`config.mk`:
```
export PLATFORM = sky130hd
export DESIGN_NAME = hwloop_seq
export DESIGN_NICKNAME = d
export VERILOG_FILES = /design/src/rtl/hwloop_pkg.sv /design/src/rtl/hwloop_rpt.sv /design/src/rtl/hwloop_do.sv /design/src/rtl/hwloop_seq.sv
export SDC_FILE = /design/constraint.sdc
export NUM_CORES = 1
export LEC_CHECK = 0
export CAP_MARGIN = 20
export CORE_MARGIN = 5
export CORE_UTILIZATION = 55
export DETAILED_ROUTE_END_ITERATION = 12
export DONT_BUFFER_PORTS = 1
export PLACE_DENSITY = 0.72
export SLEW_MARGIN = 20
export SYNTH_ARGS = -nofsm -noshare
export SYNTH_HDL_FRONTEND = slang
export SYNTH_SLANG_ARGS = --single-unit
```
`constraint.sdc`:
```
create_clock -name clk -period 2.3 [get_ports clk]
set_input_delay 0.23 -clock clk [delete_from_list [all_inputs] [get_ports clk]]
set_output_delay 0.23 -clock clk [all_outputs]
set_load 0.01 [all_outputs]
```
`src/rtl/hwloop_pkg.sv`:
```
package hwloop_pkg;
  // Every instruction word takes two address units.
  localparam int unsigned WORD_STEP = 2;

  function automatic logic [23:0] next_word(input logic [23:0] a);
    return a + 24'(WORD_STEP);
  endfunction

  // Counter step shared by both loop kinds; it saturates at zero.
  function automatic logic [15:0] count_step(input logic [15:0] c);
    return (c == 16'd0) ? 16'd0 : c - 16'd1;
  endfunction
endpackage

```
`src/rtl/hwloop_rpt.sv`:
```
module hwloop_rpt #(
  parameter int CNT_W = 14
) (
  input  logic             clk,
  input  logic             rst_n,
  input  logic             stall_i,
  input  logic             set_i,
  input  logic [CNT_W-1:0] cnt_i,
  output logic             active_o,
  output logic [CNT_W-1:0] count_o
);
  import hwloop_pkg::*;

  logic [CNT_W-1:0] cnt_q;
  logic             act_q;
  logic             last_issue;
  logic [15:0]      stepped;

  assign stepped    = count_step(16'(cnt_q));
  assign last_issue = act_q && (cnt_q == CNT_W'(1));

  always_ff @(posedge clk or negedge rst_n) begin
    if (!rst_n) begin
      cnt_q <= '0;
      act_q <= 1'b0;
    end else if (!stall_i) begin
      if (set_i) begin
        cnt_q <= cnt_i;
        act_q <= (cnt_i != '0);
      end else if (act_q) begin
        cnt_q <= stepped[CNT_W-1:0];
        act_q <= !last_issue;
      end
    end
  end

  assign active_o = act_q;
  assign count_o  = cnt_q;
endmodule

```
`src/rtl/hwloop_do.sv`:
```
module hwloop_do #(
  parameter int PC_W  = 24,
  parameter int CNT_W = 14
) (
  input  logic             clk,
  input  logic             rst_n,
  input  logic             stall_i,
  input  logic             set_i,
  input  logic [CNT_W-1:0] cnt_i,
  input  logic [PC_W-1:0]  end_i,
  input  logic [PC_W-1:0]  pc_i,
  input  logic             rpt_busy_i,
  output logic             active_o,
  output logic             wrap_o,
  output logic             exit_o,
  output logic [PC_W-1:0]  start_o,
  output logic [CNT_W-1:0] count_o,
  output logic [PC_W-1:0]  end_o
);
  import hwloop_pkg::*;

  logic [PC_W-1:0]  start_q, end_q;
  logic [CNT_W-1:0] cnt_q;
  logic             act_q;
  logic             at_end;
  logic [15:0]      stepped;
  logic [23:0]      after_setup;

  assign after_setup = next_word(24'(pc_i));
  assign stepped     = count_step(16'(cnt_q));
  assign at_end      = act_q && !rpt_busy_i && (pc_i == end_q);
  assign wrap_o      = at_end && (cnt_q != '0);
  assign exit_o      = at_end && (cnt_q == '0);

  always_ff @(posedge clk or negedge rst_n) begin
    if (!rst_n) begin
      start_q <= '0;
      end_q   <= '0;
      cnt_q   <= '0;
      act_q   <= 1'b0;
    end else if (!stall_i) begin
      if (set_i) begin
        start_q <= after_setup[PC_W-1:0];
        end_q   <= end_i;
        cnt_q   <= cnt_i;
        act_q   <= 1'b1;
      end else if (wrap_o) begin
        cnt_q <= stepped[CNT_W-1:0];
      end else if (exit_o) begin
        act_q <= 1'b0;
      end
    end
  end

  assign active_o = act_q;
  assign start_o  = start_q;
  assign count_o  = cnt_q;
  assign end_o    = end_q;
endmodule

```
`src/rtl/hwloop_seq.sv`:
```
module hwloop_seq #(
  parameter int PC_W  = 24,
  parameter int CNT_W = 14
) (
  input  logic             clk,
  input  logic             rst_n,
  input  logic [PC_W-1:0]  pc_i,
  input  logic             stall_i,
  input  logic             rpt_set_i,
  input  logic [CNT_W-1:0] rpt_cnt_i,
  input  logic             do_set_i,
  input  logic [CNT_W-1:0] do_cnt_i,
  input  logic [PC_W-1:0]  do_end_i,
  output logic             npc_ovr_o,
  output logic [PC_W-1:0]  npc_o,
  output logic             hold_fetch_o,
  output logic             rpt_active_o,
  output logic             do_active_o
);
  logic             rpt_busy;
  logic [CNT_W-1:0] rpt_count;
  logic             do_busy, do_wrap, do_exit;
  logic [PC_W-1:0]  do_start, do_end;
  logic [CNT_W-1:0] do_count;

  hwloop_rpt #(.CNT_W(CNT_W)) u_rpt (
    .clk(clk), .rst_n(rst_n), .stall_i(stall_i),
    .set_i(rpt_set_i), .cnt_i(rpt_cnt_i),
    .active_o(rpt_busy), .count_o(rpt_count)
  );

  hwloop_do #(.PC_W(PC_W), .CNT_W(CNT_W)) u_do (
    .clk(clk), .rst_n(rst_n), .stall_i(stall_i),
    .set_i(do_set_i), .cnt_i(do_cnt_i), .end_i(do_end_i),
    .pc_i(pc_i), .rpt_busy_i(rpt_busy),
    .active_o(do_busy), .wrap_o(do_wrap), .exit_o(do_exit),
    .start_o(do_start), .count_o(do_count), .end_o(do_end)
  );

  assign hold_fetch_o = rpt_busy;
  assign npc_ovr_o    = do_wrap;
  assign npc_o        = do_start;
  assign rpt_active_o = rpt_busy;
  assign do_active_o  = do_busy;
endmodule

```
# Word-level counts from Yosys, hierarchy flattened

Cells that the tools add are included.

Add/subtract/negate cells: 3
Eq/ne operators: 3
Muxes and demuxes: 11
Bitwise gates (word level): 1
Reduce and logical (&&, ||, !) cells: 18

Operators by type and width:

| kind                                                                   | number |
|---|---|
| 14-bit 2-to-1 mux                                                      | 6 |
| 14-bit logical NOT                                                     | 2 |
| 14-bit nonzero test                                                    | 2 |
| 14-bit by 1-bit subtractor with 14-bit output, second input constant   | 2 |
| 24-bit by 2-bit adder with 24-bit output, second input constant        | 1 |
| 24-bit equality test                                                   | 1 |
| 14-bit by 1-bit equality test with 1-bit output, second input constant | 1 |
| 2-bit AND reduction                                                    | 3 |
| 2-bit nonzero test                                                     | 3 |
| 1-bit logical AND                                                      | 5 |
| 1-bit 2-to-1 mux                                                       | 5 |
| 3-bit AND reduction                                                    | 1 |
| 1-bit logical NOT                                                      | 2 |
| 2-bit != test, second input constant                                   | 1 |
| 1-bit NOT                                                              | 1 |

Bits in registers: 78
Input bits: 81
Output and inout port bits: 28
Logic and storage cells: 42

# Logic depth before layout (Yosys ltp)

Depth in word-level cells: 7
Mapped depth: 9

# By module

Synthesis repeated with hierarchy kept, for this count alone.

Cells, all modules: 513
Area, all modules: 4518.1 µm²

By module, submodules not included:

| module     | times used | cells each | area an instance (µm²) | sequential area each (µm²) |
|---|---|---|---|---|
| hwloop_do  | 1          | 396        | 3470.8                 | 1576.5 |
| hwloop_rpt | 1          | 116        | 1039.7                 | 375.4 |
| hwloop_seq | 1          | 1          | 7.5                    | 0.0 |

# Least setup slack after synthesis

Ideal clock, no wire load.

Path kind: reg-to-reg
Start point: register u_do.end_q[22], in the netlist u_do.end_o[22]
End point: register u_do.cnt_q[6], in the netlist u_do.count_o[6]
Data arrival time: 1.900 ns
Required time: 2.165 ns
Slack: 0.265 ns
Cell stages (with the launch flop): 8
Path buffers: 1
Cell sequence: dfrtp_1 > xor2_1 > nor4_2 > nand4_2 > or4_4 > buf_6 > a22oi_2 > o311ai_1

Longest elaborated chain between the ends: 5

RTL lines:

| what                          | RTL line        | RTL |
|---|---|---|
| start, declared               | hwloop_do.sv:22 | `logic [PC_W-1:0] start_q, end_q;` |
| start signal, assigned        | hwloop_do.sv:44 | `end_q <= end_i;` |
| 24-bit equality test          | hwloop_do.sv:31 | `assign at_end = act_q && !rpt_busy_i && (pc_i == end_q);` |
| 1-bit logical AND             | hwloop_do.sv:31 |  |
| 1-bit logical AND             | hwloop_do.sv:32 | `assign wrap_o = at_end && (cnt_q != '0);` |
| 2-bit nonzero test (no line)  | --              |  |
| 2-bit AND reduction (no line) | --              |  |
| end signal, assigned          | hwloop_do.sv:45 | `cnt_q <= cnt_i;` |
| end signal, assigned          | hwloop_do.sv:48 | `cnt_q <= stepped[CNT_W-1:0];` |
| end, declared                 | hwloop_do.sv:23 | `logic [CNT_W-1:0] cnt_q;` |

Every way passes these cells.
A chain may end at the register's enable or synchronous reset.

# Worst setup path in the final report

Start point: register u_do.end_q[4], in the netlist u_do.end_o[4]
End point: register u_do.cnt_q[13], in the netlist u_do.count_o[13]

The elaborated chain is that of the path after synthesis.

==> summary.md <==
| Metric | Value |
|---|---|
| Status | `completed` |
| Post-Layout Cell Count | `673` |
| Critical path's largest stage delay | `0.64 ns` |
| Starting Density | `55.59%` |
| Tot Pwr | `0.003653 W` |
| Netlist cell types | `50` |
| Number of CTS-inserted buffers | `9` |
| Average wire per cell in the routed design | `18.28 um` |
| Die width | `100.2 um` |
| Share of the synthesized area in the top cell type | `43.61%` |
| Post-synthesis cell area | `0.004476 mm2` |
| CTS tree | `done` |
| Largest fanout on the critical path | `9` |
| Gate Count Post-Synth | `525` |
| Period minus WS final | `2.271 ns` |
| Placed insts | `622` |
| TritonRoute pass-1 iters | `5` |
| Sw Pwr | `0.001080 W` |
| Actual slew at the worst max-slew pin | `0.5643 ns` |
| Crit path capture type | `flip-flop` |
| Final Util | `65.44%` |
| Largest net degree at the start of global routing | `79` |
| Fill count | `654` |
| DRT antenna net count | `0` |
| Peak supply drop | `0.3949 mV` |
| Endpoints failing setup | `0` |
| Die height | `100.2 um` |
| HPWL after DPL | `8533 um` |
| Crit path max-delay cell type | `or4_4` |
| Post-Route WL | `12300 um` |
| Hold Startpoint | `do_cnt_i[8]` |
| # nets final | `650` |
| First-pass GRT wire length | `20690 um` |
| CTS sink cnt | `78` |
| Clk buf depth | `2` |
| Max Cap Viol | `0` |
| Placer Congestion | `0.9064` |
| Switch share | `29.56%` |
| Leak | `2.299 nW` |
| Syn. warnings | `0` |
| Clock power frac | `34.2%` |
| Post-route cell area | `0.005269 mm2` |
| Vias/cell | `5.918` |
| Max-slew violation total from the final report | `0` |
| Via count | `3983` |
| IO Count | `109` |
| Area delta synth->final | `17.72%` |
| Post-synth EDFFs | `0` |
| Root Buffer | `clkbuf_8` |
| Crit path launch type | `flip-flop` |
| FMAX | `0.4403 GHz` |
| Synth async-reset ratio | `100.0%` |
| Row count | `33` |
| Most used DFF post-synth | `dfrtp_1` |
| Worst-path clk slew | `0.09 ns` |
| Top post-synthesis cells by area | `dfrtp_1 (44%), nand2_1 (11%), xor2_1 (5.9%)` |
| Setup Crit Path Kind | `flip-flop to flip-flop` |
| Initial antenna violation count | `0` |
| Unrepaired setup endpoints after global routing | `yes` |
| # diodes | `0` |
| Crit path DAT | `2.51 ns` |
| Seq/Total Area, Yosys | `43.61%` |
| Layout cells sized above 1 | `9.155%` |
| Worst setup path start | `u_do.end_o[4]` |
| H-Tree Depth | `3` |
| Core box area | `0.008051 mm2` |
| Sequential share of power | `47.8%` |
| Power density over the cells | `693.4 mW/mm2` |
| Reg-to-Reg Start | `u_do.end_o[4]` |
| Area leader, netlist | `dfrtp_1` |
| Syn nets | `612` |
| Port bufs | `0` |
| Worst Clk Skew | `0.01144 ns` |
| Fin. Hold Viols | `0` |
| Worst skew pair latency | `0.36 ns` |
| Synth Register Bits | `78` |
| Hold Crit Class | `input pin to flip-flop` |
| Drt drc | `0` |
| Tot GR Track Use | `25.92%` |
| Crit path cell chain | `xor2_1 -> nor4_1 -> nand2_1 -> or4_4 -> buf_12 -> a22oi_2 -> o311ai_1` |
| Placed inst area | `0.004652 mm2` |
| Crit path required time | `2.54 ns` |
| Global-route congestion overflow total | `0` |
| Syn_area_per_cell | `8.525 um2` |
| Initial drt markers | `187` |
| Final worst path period share | `98.74%` |
| Cell internal pwr | `0.002573 W` |
| Max-Slew Margin vs Limit | `62.04%` |
| Die ar. | `0.01004 mm2` |
| Logic pwr share | `18.0%` |
| Vias in the first global route | `4078` |
[kinds of logic after synthesis]
logic type / after synthesis / synth area share [%]
xor gates and xnor gates: 46 / 9.002
adders and majority gates: 6 / 1.677
DFF: 78 / 43.61
muxes: 3 / 0.6710
buffers and inverters: 40 / 3.690
AOI/OAI and AO/OA: 110 / 15.60
and+or+nand+nor: 242 / 25.75
[per-layer routing]
layer  vias to the layer above  GRT usage (%)  routed length (um)
li1                       1912              -                   -
met2                       161          43.17                6108
met3                        28          6.602                 955
met1                      1882          32.30                4903
met4                         0          10.16                 335
met5                         -              0                   0
[power groups by stage]
stage / sequential [W] / clock [W] / combinational, W
after floorplan: 0.00174 / 0 / 0.000435
after global placement: 0.00176 / 0 / 0.000552
after detailed placement: 0.00177 / 0 / 0.000571
after CTS: 0.00175 / 0.00126 / 0.000654
after global routing: 0.00177 / 0.00133 / 0.000753
final: 0.00175 / 0.00125 / 0.000658
[per-stage QoR]
stage	setup TNS [ns]	hold slack [ns]	setup slack, ns
after CTS	0	0.0007729	0.003898
after detailed placement	0	-0.06334	0.01164
after global placement	0	-0.06349	0.03756
final	0	0.009826	0.02901
after global routing	-0.02598	0.01146	-0.01368
after floorplan	0	-0.06559	0.2649
[repair_timing]
action,CTS,global route
hold buffers,32,0
pin swaps,1,2
resized for setup,1,2
buffers inserted,1,2
hold endpoints to repair,108,0
setup endpoints to repair,2,9
[registers in the layout, indices dropped and copies added (netlist names)]
| name | flops |
|---|---|
| u_rpt.active_o | 1 |
| u_rpt.count_o | 14 |
| u_do.active_o | 1 |
| u_do.end_o | 24 |
| u_do.start_o | 24 |
| u_do.count_o | 14 |
[worst paths after layout]
check	to	slack [ns]	cells after the start
max	u_do.count_o[13]	0.03	7
min	u_do.count_o[8]	0.01	2
max reg2reg	u_do.count_o[13]	0.03	7
min reg2reg	u_do.end_o[21]	0.50	2
max in group asynchronous	u_do.count_o[6]	1.51	2
min in group asynchronous	u_do.count_o[0]	0.41	2
[layout by cell type (no fill, tap or decap), types with 4 or more instances in the layout]
cell type      count
a21oi_1           20
a22oi_1            6
a32oi_1            7
and3_1             4
buf_4             19
clkbuf_8           9
dfrtp_1           78
dlygate4sd3_1     31
ha_1               6
inv_1             13
nand2_1          127
nand3_1           12
nand4_1            6
nor2_1            35
nor3_1            12
nor4_1            14
nor4_2             4
o211ai_1           4
o21ai_0           49
xnor2_1           16
xor2_1            30
[worst max-delay path: cells and delay by family, from the launching register on]
kind | cells | cell delay (ns)
compound gates | 2 | 0.22
xor+xnor | 1 | 0.18
buf+inv | 1 | 0.17
flops | 1 | 0.40
simple gates | 3 | 1.19
[final cells by class]
type / count / area, um2 / share of cell area, %
multi-input cells: 407 / 2376 / 45.10
flip-flops and latches: 78 / 1952 / 37.05
repair buffers: 53 / 520.5 / 9.879
well taps: 105 / 131.4 / 2.493
clock buffers: 10 / 127.6 / 2.422
clock inverters: 6 / 108.9 / 2.066
inverters: 14 / 52.55 / 0.9974
[cell usage after synthesis (all sizes together) (2+ instances only)]
library cell and number:
o311ai 4, and3 4, nor3b 2, dfrtp 78, buf 5, nor3 12, inv 13, xor2 30
o211ai 4, mux2i 3, or3 2, ha 6, nor4 19, nor2b 4, and4 3, or4 4
a32oi 7, nand3b 3, xnor2 16, a221o 3, a221oi 2, a21oi 20, o211a 3, a211oi 2
a21o 3, nand4 7, nor4b 2, clkbuf 21, nand3 12, and2 2, nor2 35, o21ai 50
nand2 128, a22oi 9
Power figures use the tool's default switching activity.
